[src/rtl/rsm_pkg.sv]
package rsm_pkg;
  localparam int DATA_W     = 8;
  localparam int NUM_REQ    = 2;
  localparam logic ADDR_CTL = 1'b0;
  localparam logic ADDR_DEB = 1'b1;
  localparam int BIT_BYPASS = 2;
  localparam int BIT_ACLOST = 7;
  localparam logic [DATA_W-1:0] DEB_RESET = 8'h09;

  typedef struct packed {
    logic [NUM_REQ-1:0] en;
    logic               bypass;
  } ctl_t;
endpackage

[src/rtl/rsm_cfg_regs.sv]
module rsm_cfg_regs
  import rsm_pkg::*;
#(
  parameter int DW = DATA_W,
  parameter int NR = NUM_REQ
) (
  input  logic          clk,
  input  logic          bat_rst_n,
  input  logic          sb_pgood,
  input  logic          wr_en,
  input  logic          wr_addr,
  input  logic [DW-1:0] wr_data,
  input  logic          rd_addr,
  output logic [DW-1:0] rd_data,
  output logic [NR-1:0] en,
  output logic          bypass,
  output logic [DW-1:0] deb_val,
  output logic          ac_lost,
  output logic          pg_prev
);
  localparam int PAD_W = BIT_ACLOST - BIT_BYPASS - 1;

  logic wr_ctl, wr_deb, ac_set, ac_clr;

  assign wr_ctl = wr_en && (wr_addr == ADDR_CTL);
  assign wr_deb = wr_en && (wr_addr == ADDR_DEB);
  assign ac_set = pg_prev && !sb_pgood;
  assign ac_clr = wr_ctl && wr_data[BIT_ACLOST];

  always_ff @(posedge clk or negedge bat_rst_n) begin
    if (!bat_rst_n) begin
      en      <= '0;
      bypass  <= 1'b0;
      deb_val <= DEB_RESET;
      ac_lost <= 1'b0;
      pg_prev <= 1'b0;
    end else begin
      pg_prev <= sb_pgood;
      if (wr_ctl) begin
        en     <= wr_data[NR-1:0];
        bypass <= wr_data[BIT_BYPASS];
      end
      if (wr_deb) deb_val <= wr_data;
      if (ac_set)      ac_lost <= 1'b1;
      else if (ac_clr) ac_lost <= 1'b0;
    end
  end

  always_comb begin
    if (rd_addr == ADDR_DEB) rd_data = deb_val;
    else rd_data = {ac_lost, {PAD_W{1'b0}}, bypass, en};
  end
endmodule

[src/rtl/rsm_gate.sv]
module rsm_gate #(
  parameter int NR = 2
) (
  input  logic          sb_pgood,
  input  logic          sb33_in,
  input  logic          bypass,
  input  logic [NR-1:0] en,
  input  logic [NR-1:0] req_n,
  output logic          ok
);
  logic [NR-1:0] force_vec;
  logic          power_ok;

  for (genvar i = 0; i < NR; i++) begin : g_req
    assign force_vec[i] = en[i] && !req_n[i];
  end

  assign power_ok = sb33_in && (bypass || sb_pgood);
  assign ok       = power_ok && (force_vec == '0);
endmodule

[src/rtl/rsm_debounce.sv]
module rsm_debounce #(
  parameter int DW = 8
) (
  input  logic          clk,
  input  logic          rst_n,
  input  logic          ok,
  input  logic          tick,
  input  logic [DW-1:0] deb_val,
  output logic          rel
);
  logic [DW-1:0] cnt_q, lim_q, lim_eff;
  logic          idle;

  assign idle    = (cnt_q == '0) && !rel;
  assign lim_eff = idle ? deb_val : lim_q;

  always_ff @(posedge clk or negedge rst_n) begin
    if (!rst_n) begin
      cnt_q <= '0;
      lim_q <= '0;
      rel   <= 1'b0;
    end else begin
      if (idle) lim_q <= deb_val;
      if (!ok) begin
        cnt_q <= '0;
        rel   <= 1'b0;
      end else if (!rel && tick) begin
        if (cnt_q == lim_eff) begin
          cnt_q <= '0;
          rel   <= 1'b1;
        end else begin
          cnt_q <= cnt_q + 1'b1;
        end
      end
    end
  end
endmodule

[src/rtl/rsm_rst_seq.sv]
module rsm_rst_seq
  import rsm_pkg::*;
#(
  parameter int DW = DATA_W,
  parameter int NR = NUM_REQ
) (
  input  logic          clk,
  input  logic          rst_n,
  input  logic          bat_rst_n,
  input  logic          tick_1ms,
  input  logic          sb_pgood,
  input  logic          sb33_in,
  input  logic [NR-1:0] ctl_req_n,
  input  logic          wr_en,
  input  logic          wr_addr,
  input  logic [DW-1:0] wr_data,
  input  logic          rd_addr,
  output logic [DW-1:0] rd_data,
  output logic          rsm_rel
);
  logic [NR-1:0] en_q;
  logic          bypass_q, ac_lost_q, pg_prev_q, ok;
  logic [DW-1:0] deb_q;

  rsm_cfg_regs #(.DW(DW), .NR(NR)) u_cfg (
    .clk(clk), .bat_rst_n(bat_rst_n), .sb_pgood(sb_pgood),
    .wr_en(wr_en), .wr_addr(wr_addr), .wr_data(wr_data),
    .rd_addr(rd_addr), .rd_data(rd_data),
    .en(en_q), .bypass(bypass_q), .deb_val(deb_q),
    .ac_lost(ac_lost_q), .pg_prev(pg_prev_q)
  );

  rsm_gate #(.NR(NR)) u_gate (
    .sb_pgood(sb_pgood), .sb33_in(sb33_in), .bypass(bypass_q),
    .en(en_q), .req_n(ctl_req_n), .ok(ok)
  );

  rsm_debounce #(.DW(DW)) u_deb (
    .clk(clk), .rst_n(rst_n), .ok(ok), .tick(tick_1ms),
    .deb_val(deb_q), .rel(rsm_rel)
  );
endmodule

[config.mk]
export PLATFORM = sky130hd
export DESIGN_NAME = rsm_rst_seq
export DESIGN_NICKNAME = d
export VERILOG_FILES = /design/src/rtl/rsm_pkg.sv /design/src/rtl/rsm_cfg_regs.sv /design/src/rtl/rsm_gate.sv /design/src/rtl/rsm_debounce.sv /design/src/rtl/rsm_rst_seq.sv
export SDC_FILE = /design/constraint.sdc
export NUM_CORES = 1
export LEC_CHECK = 0
export CAP_MARGIN = 10
export CORE_MARGIN = 10
export CORE_UTILIZATION = 47
export DETAILED_ROUTE_END_ITERATION = 12
export PLACE_DENSITY = 0.75
export SLEW_MARGIN = 10
export SYNTH_ARGS = -nofsm -noshare
export SYNTH_HDL_FRONTEND = slang
export SYNTH_SLANG_ARGS = --single-unit
[constraint.sdc]
create_clock -name clk -period 1.93 [get_ports clk]
set_input_delay 0.193 -clock clk [delete_from_list [all_inputs] [get_ports clk]]
set_output_delay 0.193 -clock clk [all_outputs]
set_load 0.05 [all_outputs]
# Word-level counts from Yosys, hierarchy flattened
# Index checks and enable logic that the tools add are counted.
# word_totals
regBits,30
latch_bits,0
ram_bits,0
rom_bits,0
in_bits,19
output_inout_bits,9
elab_cells,42
mem_count,0
# op_classes
add_sub_neg,1
multipliers,0
div_mod_pow,0
order_cmp,0
n_eq_ne,3
shift,0
mux,10
n_bitwise,1
reduce_logical,19
# op_table
cell,n
8-bit 2-to-1 mux,5
1-bit logical AND,10
8-bit by 1-bit adder with 8-bit output (second input constant),1
8-bit == test,1
8-bit zero test,1
1-bit 2-to-1 mux,5
1-bit zero test,4
2-bit inequality test (second input constant),2
2-bit zero test,1
2-bit AND reduction,1
2-bit nonzero test,1
1-bit logical OR,1
1-bit NOT,1

# Logic depth before layout (Yosys ltp)
# Gate-level depths: netlist (run 1).
# depth
word_depth,7
ltp_mapped,8

# Cells and area by module
# A second synthesis (run 1) with hierarchy kept.
# hier_totals
hier_cells,145
hier_area_um2,1622.8
# modules_own_cells
module,instances,cells_each,area_per_inst_um2,seq_area_each_um2
rsm_debounce,1,103,1028.5,425.4
rsm_cfg_regs,1,38,571.8,327.8
rsm_gate,1,4,22.5,0.0

# Worst setup path before layout (run 1)
# OpenSTA, ideal clock, no wires.
# synth_path
path_kind,flip-flop to flip-flop
startpoint,register u_deb.rel
endpoint,register u_deb.cnt_q[2]
arrival_time_ps,2013
slack_ps,-184
stages_incl_launch_ff,7
n_path_buf,0
synth_period_minus_slack_ps,2114
cell_sequence,dfrtp_1 -> nor4b_4 -> nand2_4 -> mux2_4 -> o22ai_2 -> nor3_2 -> nor4_1
# synth_via
elab_chain_len,7
# synth_lines
element,line,source
"start, declared",rsm_debounce.sv:9,output logic rel
"start signal, assigned",rsm_debounce.sv:21,rel <= 1'b0;
"start signal, assigned",rsm_debounce.sv:26,rel <= 1'b0;
"start signal, assigned",rsm_debounce.sv:30,rel <= 1'b1;
1-bit zero test,rsm_debounce.sv:14,assign idle = (cnt_q == '0) && !rel;
1-bit logical AND,rsm_debounce.sv:14,
8-bit 2-to-1 mux,rsm_debounce.sv:15,assign lim_eff = idle ? deb_val : lim_q;
via u_deb.lim_eff[0],rsm_debounce.sv:11,"logic [DW-1:0] cnt_q, lim_q, lim_eff;"
8-bit == test,rsm_debounce.sv:28,if (cnt_q == lim_eff) begin
8-bit 2-to-1 mux,rsm_debounce.sv:28,
8-bit 2-to-1 mux,rsm_debounce.sv:27,end else if (!rel && tick) begin
8-bit 2-to-1 mux,rsm_debounce.sv:24,if (!ok) begin
"end signal, assigned",rsm_debounce.sv:32,cnt_q <= cnt_q + 1'b1;
"end, declared",rsm_debounce.sv:11,
# The timed path passes the listed nets, and every way through them passes these cells. The select of a mux whose other input is x is not followed.
# A chain may end at the register's enable or synchronous reset.

# Worst setup path after layout (run 1)
# layout_path
startpoint,register u_deb.cnt_q[1]
endpoint,register u_deb.cnt_q[3]
# layout_via
elab_chain_len,7
# layout_lines
element,line
8-bit zero test,rsm_debounce.sv:14
1-bit logical AND,rsm_debounce.sv:14
8-bit 2-to-1 mux,rsm_debounce.sv:15
via u_deb.lim_eff[0],rsm_debounce.sv:11
8-bit == test,rsm_debounce.sv:28
8-bit 2-to-1 mux,rsm_debounce.sv:28
8-bit 2-to-1 mux,rsm_debounce.sv:27
8-bit 2-to-1 mux,rsm_debounce.sv:24
# The timed path passes the listed nets, and every way through them passes these cells. The select of a mux whose other input is x is not followed.

==> summary.md, run 1 <==
| Metric | Value |
|---|---|
| Outcome | finished, violations left |
| Failing checks | setup timing |
| Crit share post-route | 109% |
| Longest Clk Path Bufs | 2 |
| Total power | 1710 uW |
| Max-cap violations | 0 |
| Sequential Power Share | 45.3% |
| Largest net degree at the start of global routing | 14 |
| FMAX | 476 MHz |
| Max_slew headroom | between 50 and 60% |
| Final hold vios | 0 |
| Clk pwr share | a little under a quarter |
| PwrDens | between 700 and 800 nW/um^2 |
| Arr. time, crit path | approximately 2300 ps |
| Hold_buf cts | 0 |
| YS warnings | 0 |
| Initial DRT Pass Iterations | 5 |
| Crit path max fanout | 5 |
| Worst slack, placed | -181 ps |
| Comb pwr share | 31.3% |
| Die height | ~79 um |
| Final ANT Viol Nets | 0 |
| Core Area | around 3300 sq um |
| CP required | approximately 2200 ps |
| Final Max Slew Viols | 0 |
| Routed WL per cell | about 18 um |
| Final Wtd Congestion | around 0.86 |
| Initial Utilization | approximately 48% |
| Top FF cell, synth | dfrtp_1 |
| Net count after synthesis | about 160 |
| Crit-path cells | inv_2, ha_4, nor4b_4, buf_6, nand2_8, mux2_4, o22ai_4, nor3_4, nor4_1 |
| Fin area | around 2300 sq um |
| Final setup fails | 9 |
| Average cell area after synthesis | 11.4 sq um |
| Synth Instances | ~140 |
| Fillers | about 250 |
| CTS tree | done |
| Area after DPL | ~2100 sq um |
| Crit Path Category | reg2reg |
| Layout cells sized above 1 | between 40% and 50% |
| H-tree depth | 2 |
| Asr flop ratio synth | 100% |
| Worst path slowest cell | dfrtp_1 |
| Peak VDD IR | 0.000490 V |
| Max incr delay on CP | 410 ps |
| Worst-Margin Slew | approximately 600 ps |
| Ports | 28 |
| Worst Hold Class | in2async |
| Fin nets | 219 |
| P&R area growth vs syn | 45.1% |
| Net Switching | roughly 560 uW |
| Flops & latches, synth | 30 |
| Via count | 1,381 |
| CTS Buf Count | 5 |
| Cell Area, Synth | 1620 sq um |
| Number of remaining DRC errors | 0 |
| DR iter-0 viols | 81 |
| Seq/Total Area, Yosys | 46.6% |
| Final min period | between 2000 and 2500 ps |
| Clk_lat worst skew | 330 ps |
| Post-Route WL | about 4400 um |
| Vias in the first global route | around 1,300 |
| Port Buffers | 27 |
| Initial antenna violation count | 0 |
| Crit. End Element | flip-flop |
| Die width | 78.7 um |
| Final HPWL DP | approximately 3100 um |
| All-Layer GR Usage | about an eighth |
| Post-synth EDFFs | 0 |
| Startpoint Class | flip-flop |
| RSZ-0062 raised after global routing | yes |
| Internal Power | 1150 uW |
| Cell Rows | 21 |
| Switching Share | 32.6% |
| Via density | between 5 and 6 |
| Grt ovf | 0 |
| CTS sink count | 30 |
| Root Driver | clkbuf_4 |
| Die area | approximately 6200 sq um |
| Static leakage | a little over 0.001 uW |
| Worst-path clk slew | roughly 100 ps |
| # diodes | 0 |
| Skew final | about 5.0 ps |
| First-pass GRT wire length | around 6400 um |
| Setup slack after layout | -172 ps |
| Distinct cells, synth | 41 |
cells by family (layout without fill, tap and decap cells):
group,Yosys count,in the layout,synth area share (%)
adders and majority gates,2,2,1.55
and+or+nand+nor,46,46,18.5
muxes,21,21,14.8
DFF,30,30,46.6
buffers and inverters,12,69,3.25
AOI/OAI and AO/OA,24,24,11.6
xor gates and xnor gates,7,7,3.79
placed cells by master (no fill, tap or decap), types with 2 or more instances in the layout:
master           netlist  routed
a211oi_2               0       3
and2_1                 5       5
and3_1                 3       3
and3_2                 3       3
buf_12                 0       4
buf_4                  0      28
buf_6                  1       2
clkbuf_4               0       5
clkdlybuf4s50_1        0      19
dfrtp_1               28      27
dfstp_2                2       2
inv_1                  8       6
inv_2                  0       2
mux2_2                19      19
nand2_1                6       6
nand2b_1               3       3
nand3_1                5       5
nor2_1                 5       5
nor2b_1                3       3
nor4_1                 5       4
nor4_4                 1       2
o2111ai_1              4       4
o21ai_0                5       5
o22ai_1                2       2
xor2_1                 6       6
synthesized netlist by cell type, types with 4 or more instances:
cell type | instances | area (sq um)
a211oi_1 | 4 | 30.0
and2_1 | 5 | 31.3
dfrtp_1 | 28 | 701
inv_1 | 8 | 30.0
mux2_2 | 19 | 214
nand2_1 | 6 | 22.5
nand3_1 | 5 | 25.0
nor2_1 | 5 | 18.8
nor4_1 | 5 | 31.3
o2111ai_1 | 4 | 35.0
o21ai_0 | 5 | 25.0
xor2_1 | 6 | 52.6
repair_timing:
item | in CTS | in global routing
endpoints found under the setup margin | 9 | 9
pin swaps | 8 | 5
gates resized for setup | 6 | 17
setup buffers | 2 | 7
hold endpoints to repair | 0 | 0
per-layer routing:
metal	wire length (um)	vias up	global-route usage, %
li1	-	632	-
met1	1710	681	15.3
met2	2300	54	21.8
met3	283	14	2.39
met4	89	0	6.27
met5	0	-	0
power by group through the flow:
stage | clock [uW] | sequential (uW) | combinational, uW
floorplan | 0 | 760 | 275
CTS | 407 | 768 | 467
global placement | 0 | 776 | 435
finish | 400 | 776 | 535
global route | 440 | 786 | 565
detailed placement | 0 | 781 | 446
registers in the layout, indices dropped and copies added, names as in the netlist:
register       count
u_cfg.deb_val      8
u_cfg.pg_prev      1
u_deb.lim_q        8
u_cfg.bypass       1
u_deb.rel          1
u_cfg.ac_lost      1
u_cfg.en           2
u_deb.cnt_q        8
per-stage QoR:
step           hold slack, ps  util, %  std cells  TNS [ps]
2_1_floorplan            -103        -        142      -515
6_report                  183     70.3        245     -1120
3_5_place_dp              473     62.4        228     -1440
3_3_place_gp              459     62.4        228      -574
4_1_cts                   197     65.6        238      -623
5_1_grt                   209     70.3        245     -2080
worst max-delay path, delay by kind of cell, from the launching register on:
kind | cells | cell delay, ps
AOI/OAI and AO/OA | 1 | 250
adders and majority gates | 1 | 120
buffers and inverters | 2 | 270
DFF | 1 | 410
muxes | 1 | 330
and+or+nand+nor | 4 | 620
layout make-up:
type	instances	area (sq um)	share of cell area (%)
repair buffers	53	503	21.4
inverters	8	30.0	1.28
multi-input cells	100	938	40.0
well taps	46	57.6	2.45
clock buffers	6	51.3	2.19
flip-flops and latches	30	754	32.1
clock inverters	2	12.5	0.533
final timing paths:
check	slack, ps	startpoint	to	cells past startpoint
max in group asynchronous	1240	rst_n	u_deb.lim_q[0]	2
min in group clk	360	sb_pgood	u_cfg.pg_prev	1
worst min register to register	490	u_cfg.ac_lost	u_cfg.ac_lost	2
worst min-delay path	180	rst_n	u_deb.cnt_q[1]	1
worst max-delay path	-170	u_deb.cnt_q[1]	u_deb.cnt_q[3]	9
worst max register to register	-170	u_deb.cnt_q[1]	u_deb.cnt_q[3]	9
Note: power is estimated with default switching activity, not from simulation.
==> run 2: changes to the inputs <==
--- a/config.mk
+++ b/config.mk
@@ -10,6 +10,7 @@
 export CORE_UTILIZATION = 47
 export DETAILED_ROUTE_END_ITERATION = 12
 export PLACE_DENSITY = 0.75
+export SETUP_SLACK_MARGIN = 0.15
 export SLEW_MARGIN = 10
 export SYNTH_ARGS = -nofsm -noshare
 export SYNTH_HDL_FRONTEND = slang
==> run 2 against run 1 <==
  * Highest routed layer unchanged
  * Clock-buffer cell count is the same
  * Core utilization shrank 0.15 points
  * First-iteration DRC count is 75% higher
  * Global-route usage grew 0.43 points
  * Hold slack got worse by 11 ps
  * The flow still finishes with violations (setup timing)
  * Critical endpoint unchanged
  * Largest cell class unchanged
  * Flip-flop and latch count unchanged
  * Die area did not move
  * Register-to-register slack better by 20 ps
==> summary.md, run 2 (synthesized netlist as in run 1, its figures left out) <==
| Metric | Value |
|---|---|
| CP Depth | 9 (unchanged) |
| Crit-path cells | inv_2, ha_2, nor4b_4, buf_4, a211oi_1, a311o_1, o2111ai_4, nor3_4, nor4_1 |
| Placed insts | 229 (+0.44%) |
| DR iter-0 viols | 142 (+75%) |
| PwrDens | 824 nW/um^2 (+13%) |
| Static leakage | 0.00102 uW (+0.54%) |
| Longest Clk Path Bufs | 2 (unchanged) |
| Core Area | 3340 sq um (unchanged) |
| Die area | 6190 sq um (unchanged) |
| CTS Buf Count | 5 (unchanged) |
| Post-Route WL | 3960 um (-9.7%) |
| Worst-Margin Slew | 541 ps (-61.1 ps) |
| Final Wtd Congestion | 0.926 (+7.9%) |
| CTS sink count | 30 (unchanged) |
| Vias in the first global route | 1,383 (+2.7%) |
| Initial DRT Pass Iterations | 4 (-1) |
| Worst Hold Class | in2async |
| Worst reg2reg path startpoint | u_deb.cnt_q[0] |
| CTS tree | done |
| Worst path slowest cell | dfrtp_1 |
| FMAX | 481 MHz (+1.2%) |
| Grt ovf | 0 (unchanged) |
| Crit. End Element | flip-flop |
| Top delay family on crit path | simple AND/OR/NAND/NOR gates |
| Initial Utilization | 48.5% (unchanged) |
| First-pass GRT wire length | 6520 um (+1.7%) |
| Worst setup path end | u_deb.cnt_q[3] |
| Crit path max fanout | 3 (-2) |
| Fillers | 244 (-0.81%) |
| Hold_buf cts | 0 (unchanged) |
| Most frequent cells in the layout | dfrtp_1, buf_4, mux2_2 |
| Critical Path Source | u_deb.cnt_q[0] |
| Skew final | 10.2 ps (+5.19 ps) |
| Area occupied by registers | 754 sq um (unchanged) |
| Root Driver | clkbuf_4 |
| Largest net degree at the start of global routing | 14 (unchanged) |
| Max-cap violations | 0 (unchanged) |
| Crit share post-route | 108% (-1.3 points) |
| Outcome | finished, violations left |
| Port Buffers | 27 (unchanged) |
| Reg2Reg Depth | 9 (unchanged) |
| All-Layer GR Usage | 13.3% (+0.43 points) |
| Die height | 78.7 um (unchanged) |
| Max_slew headroom | 63.8% (+4.1 points) |
| Arr. time, crit path | 2310 ps (-30 ps) |
| Cell Rows | 21 (unchanged) |
| H-tree depth | 2 (unchanged) |
| Final core occ | 70.2% (-0.15 points) |
| Ports | 28 (unchanged) |
| Hold Slack | 172 ps (-10.9 ps) |
| Final Max Slew Viols | 0 (unchanged) |
| Worst flop-to-flop path endpoint | u_deb.cnt_q[3] |
| Biggest regs | u_cfg.deb_val (8), u_deb.cnt_q (8), u_deb.lim_q (8) |
| Final HPWL DP | 3030 um (-1.8%) |
| Number of remaining DRC errors | 0 (unchanged) |
| Via density | 5.43 (-3.7%) |
| Peak VDD IR | 0.000721 V (+47%) |
| Die width | 78.7 um (unchanged) |
| Crit Path Category | reg2reg |
| Fin nets | 216 (-1.4%) |
| # diodes | 0 (unchanged) |
| Final ANT Viol Nets | 0 (unchanged) |
| Startpoint Class | flip-flop |
| CP required | 2160 ps (about the same) |
| Failing checks | setup timing |
| R2R Setup Slk | -150 ps (+20 ps) |
| Clk_lat worst skew | 340 ps (about the same) |
| Final hold vios | 0 (unchanged) |
| RSZ-0062 raised after global routing | yes |
| Setup slack after layout | -148 ps (+24.4 ps) |
| Max incr delay on CP | 410 ps (about the same) |
| Via count | 1,314 (-4.9%) |
| Multi-input logic area | 913 sq um (-2.7%) |
| Layout cells sized above 1 | 43.4% (-0.35 points) |
| Final instance count without filler cells | 242 (-1.2%) |
| P&R area growth vs syn | 44.8% |
| Final setup fails | 9 (unchanged) |
| Setup TNS Final | -1110 ps (+3.50 ps) |
| Commonest non-fill, non-tap cell in the layout | dfrtp_1 |
| Final min period | 2080 ps (-24.4 ps) |
| Initial antenna violation count | 0 (unchanged) |
| Routed WL per cell | 16.4 um (-8.6%) |
| CP bufs+invs | 2 (unchanged) |
| Worst-path clk slew | 90 ps (about the same) |
| Total power | 1930 uW (+13%) |
## run 2: changes by cell type in the layout (fill, tap and decap cells not counted), sizes merged
cell / delta
buf: -3
bufinv: +2
clkdlybuf4s50: -1
clkinv: -1
clkinvlp: -1
dlygate4sd2: +1
## run 2: final cells by class
cell class | instances | area share [%]
sequential | 30 | 32.2
timing repair buffer | 50 | 20.3
clock inverter | 2 | 2.56
clock buffer | 6 | 2.19
multi-input combinational | 100 | 39.0
tap | 46 | 2.46
inverter | 8 | 1.28
## run 2: where the power goes
part,switching [uW],total (uW),internal (uW)
Combinational,249,501,252
Clock,221,659,439
Sequential,61.0,769,708
Total,530,1930,1400
## run 2: per-layer routing
layer	GRT usage, %	vias to the layer above	part of all wire [%]
met5	0	-	0
met4	7.71	0	2.3
met3	2.73	9	2.9
met2	21.5	31	53
met1	16.0	648	42
li1	-	626	-
## run 2: worst min-delay path by stage
stage | startpoint | end | slack [ps] | cells after the start
floorplan | bat_rst_n | u_cfg.ac_lost | -100 | 0
global placement | u_cfg.ac_lost | u_cfg.ac_lost | 460 | 2
detailed placement | u_cfg.ac_lost | u_cfg.ac_lost | 500 | 2
CTS | rst_n | u_deb.cnt_q[0] | 170 | 1
global route | rst_n | u_deb.cnt_q[2] | 190 | 1
finish | rst_n | u_deb.cnt_q[4] | 170 | 1
## run 2: metrics by stage
stage          cell area (sq um)  worst slack [ps]
3_5_place_dp                2090              -230
4_1_cts                     2300              -125
6_report                    2340              -148
5_1_grt                     2340              -259
3_3_place_gp                2090              -185
2_1_floorplan               1620             -80.2
## run 2: what timing repair did
action / in CTS / in global routing
endpoints found under the setup margin: 10 / 9
gates cloned: 0 / 0
resized for setup: 17 / 4
pin swaps: 6 / 5
buffers inserted: 3 / 2
==> run 3: changes to the inputs <==
--- a/config.mk
+++ b/config.mk
@@ -7,9 +7,9 @@
 export LEC_CHECK = 0
 export CAP_MARGIN = 10
 export CORE_MARGIN = 10
-export CORE_UTILIZATION = 47
+export CORE_UTILIZATION = 56
 export DETAILED_ROUTE_END_ITERATION = 12
-export PLACE_DENSITY = 0.75
+export PLACE_DENSITY = 0.84
 export SETUP_SLACK_MARGIN = 0.15
 export SLEW_MARGIN = 10
 export SYNTH_ARGS = -nofsm -noshare
==> constraint.sdc (replaced) <==
create_clock -name clk -period 2.4 [get_ports clk]
set_input_delay 0.24 -clock clk [delete_from_list [all_inputs] [get_ports clk]]
set_output_delay 0.24 -clock clk [all_outputs]
set_load 0.05 [all_outputs]
==> run 3 against run 2 <==
  * The flow now finishes without violations
  * Combinational power fell by 23%
  * Register-to-register slack improved by 330 ps
  * Clock power fell by 57%
  * Sequential power fell by 19%
  * Clock-buffer cell count did not move
  * Sequential share of layout area rose by 2.9 points
  * Critical path depth did not move
  * Hold slack improved by 95 ps
  * Clock skew fell by 4.8 ps
  * Routed wire length rose by 14%
  * Global-route usage rose by 1.2 points
  * Critical endpoint is now u_deb.lim_q[5]
  * Largest cell class unchanged
==> summary.md, run 3 (synthesized netlist as in run 1, its figures left out) <==
| Metric | Value |
|---|---|
| Final setup fails | 0 (-9) |
| PwrDens | 603 nW/um^2 (-27%) |
| M3 GR Usage | 4.71% (+2.0 points) |
| Crit. End Element | flip-flop |
| CTS tree | done |
| Total power | 1290 uW (-33%) |
| Final Max Slew Viols | 0 (unchanged) |
| Fin nets | 208 (-3.7%) |
| Layout cells sized above 1 | 39.4% (-4.0 points) |
| Hold_buf cts | 0 (unchanged) |
| Final ANT Viol Nets | 0 (unchanged) |
| Ports | 28 (unchanged) |
| Final hold vios | 0 (unchanged) |
| Static leakage | 0.000944 uW (-7.3%) |
| Grt ovf | 0 (unchanged) |
| P&R area growth vs syn | 32.5% |
| Max_slew headroom | 47.8% (-16 points) |
| Commonest non-fill, non-tap cell in the layout | dfrtp_1 |
| Crit Path Category | reg2reg |
| RSZ-0062 raised after global routing | yes |
| Grt peak-use layer | met2 |
| First-pass GRT wire length | 6210 um (-4.8%) |
| Area after DPL | 1910 sq um (-8.4%) |
| Number of remaining DRC errors | 0 (unchanged) |
| DR iter-0 viols | 139 (-2.1%) |
| Cell Rows | 19 (-9.5%) |
| Final HPWL DP | 2870 um (-5.3%) |
| Final Wtd Congestion | 0.977 (+5.5%) |
| Routed WL per cell | 20.5 um (+25%) |
| Worst-path clk slew | 90 ps (about the same) |
| Met2 usage | 23.7% (+2.1 points) |
| Crit path max fanout | 5 (+2) |
| All-Layer GR Usage | 14.5% (+1.2 points) |
| Via count | 1,388 (+5.6%) |
| Biggest regs | u_cfg.deb_val (8), u_deb.cnt_q (8), u_deb.lim_q (8) |
| Initial antenna violation count | 0 (unchanged) |
| Most frequent cells in the layout | dfrtp_1, buf_4, mux2_2, clkdlybuf4s50_1 |
| Worst-Margin Slew | 780 ps (+239 ps) |
| Worst Hold Class | in2async |
| # diodes | 0 (unchanged) |
| Via density | 6.34 (+17%) |
| Die area | 5440 sq um (-12%) |
| Final min period | 2220 ps (+142 ps) |
| Port Buffers | 27 (unchanged) |
| Longest Clk Path Bufs | 2 (unchanged) |
| CTS Buf Count | 5 (unchanged) |
| Fin area | 2140 sq um (-8.5%) |
| Initial Utilization | 58.7% (+10 points) |
| Initial DRT Pass Iterations | 5 (+1) |
| Peak VDD IR | 0.000647 V (-10%) |
| Startpoint Class | flip-flop |
| Post-Route WL | 4490 um (+14%) |
| Setup TNS Final | 0 ps (+1110 ps) |
| Skew final | 5.37 ps (-4.80 ps) |
| Largest net degree at the start of global routing | 18 (+4) |
| Vias in the first global route | 1,326 (-4.1%) |
| Max-cap violations | 0 (unchanged) |
| Met1 usage | 17.6% (+1.6 points) |
| Clk_lat worst skew | 330 ps (about the same) |
| Root Driver | clkbuf_4 |
| Crit share post-route | 92.5% (-15 points) |
| Die height | 73.8 um (-6.3%) |
| Outcome | finished clean |
| FMAX | 450 MHz (-6.4%) |
| Arr. time, crit path | 2440 ps (+130 ps) |
| CP required | 2620 ps (+460 ps) |
| Die width | 73.8 um (-6.3%) |
| H-tree depth | 2 (unchanged) |
| Core Area | 2760 sq um (-17%) |
| CTS sink count | 30 (unchanged) |
run 3: changes by cell type in the layout (fill, tap and decap cells not counted), moves of 2 or more:
cell	delta
clkinv_2	+2
buf_4	-4
bufinv_16	-2
buf_12	-4
run 3: critical path, cell delays in order, from the launching register on:
cell and delay [ps]:
dfrtp_1 420, inv_2 120, ha_2 170, nor4b_4 350, nand2_4 150, buf_4 170
dlymetal6s2s_1 190, buf_4 160, buf_4 120, mux2_2 260
run 3: power by group:
group / switching, uW / internal, uW
sequential: 52.6 / 569
clock: 174 / 111
combinational: 206 / 178
run 3: per-layer routing:
layer | routed length, um | vias up
met1 | 1670 | 669
li1 | - | 609
met3 | 384 | 24
met2 | 2260 | 86
met4 | 174 | 0
met5 | 0 | -
run 3: layout make-up:
class	count	area, sq um
tap	31	38.8
sequential	30	753
clock inverter	2	10.0
multi-input combinational	100	902
fill	172	614
inverter	8	30.0
clock buffer	6	41.3
timing repair buffer	42	368
run 3: final timing paths:
| path | from | end | slack [ps] | depth (start not counted) |
|---|---|---|---|---|
| max | u_deb.cnt_q[0] | u_deb.lim_q[5] | 180 | 9 |
| min | bat_rst_n | u_cfg.ac_lost | 270 | 1 |
| max reg2reg | u_deb.cnt_q[0] | u_deb.lim_q[5] | 180 | 9 |
| min reg2reg | u_cfg.ac_lost | u_cfg.ac_lost | 490 | 2 |
| max in group asynchronous | rst_n | u_deb.lim_q[4] | 1560 | 1 |
| min in group clk | sb_pgood | u_cfg.pg_prev | 430 | 1 |
run 3: timing repair:
item / in CTS / in global routing
resized for setup: 1 / 17
hold endpoints to repair: 0 / 0
endpoints found under the setup margin: 7 / 9
pin swaps: 2 / 9
buffers inserted: 1 / 10
gates cloned: 0 / 0
run 3: stage by stage:
| stage | hold WS [ps] | setup WS [ps] | utilization [%] | std cells |
|---|---|---|---|---|
| 6_report | 268 | 180 | 77.7 | 219 |
| 5_1_grt | 295 | 106 | 77.7 | 219 |
| 4_1_cts | 290 | 218 | 71.6 | 209 |
| 3_5_place_dp | 480 | 94.7 | 69.4 | 200 |
| 3_3_place_gp | 457 | 158 | 69.4 | 200 |
| 2_1_floorplan | -55.6 | 286 | - | 142 |
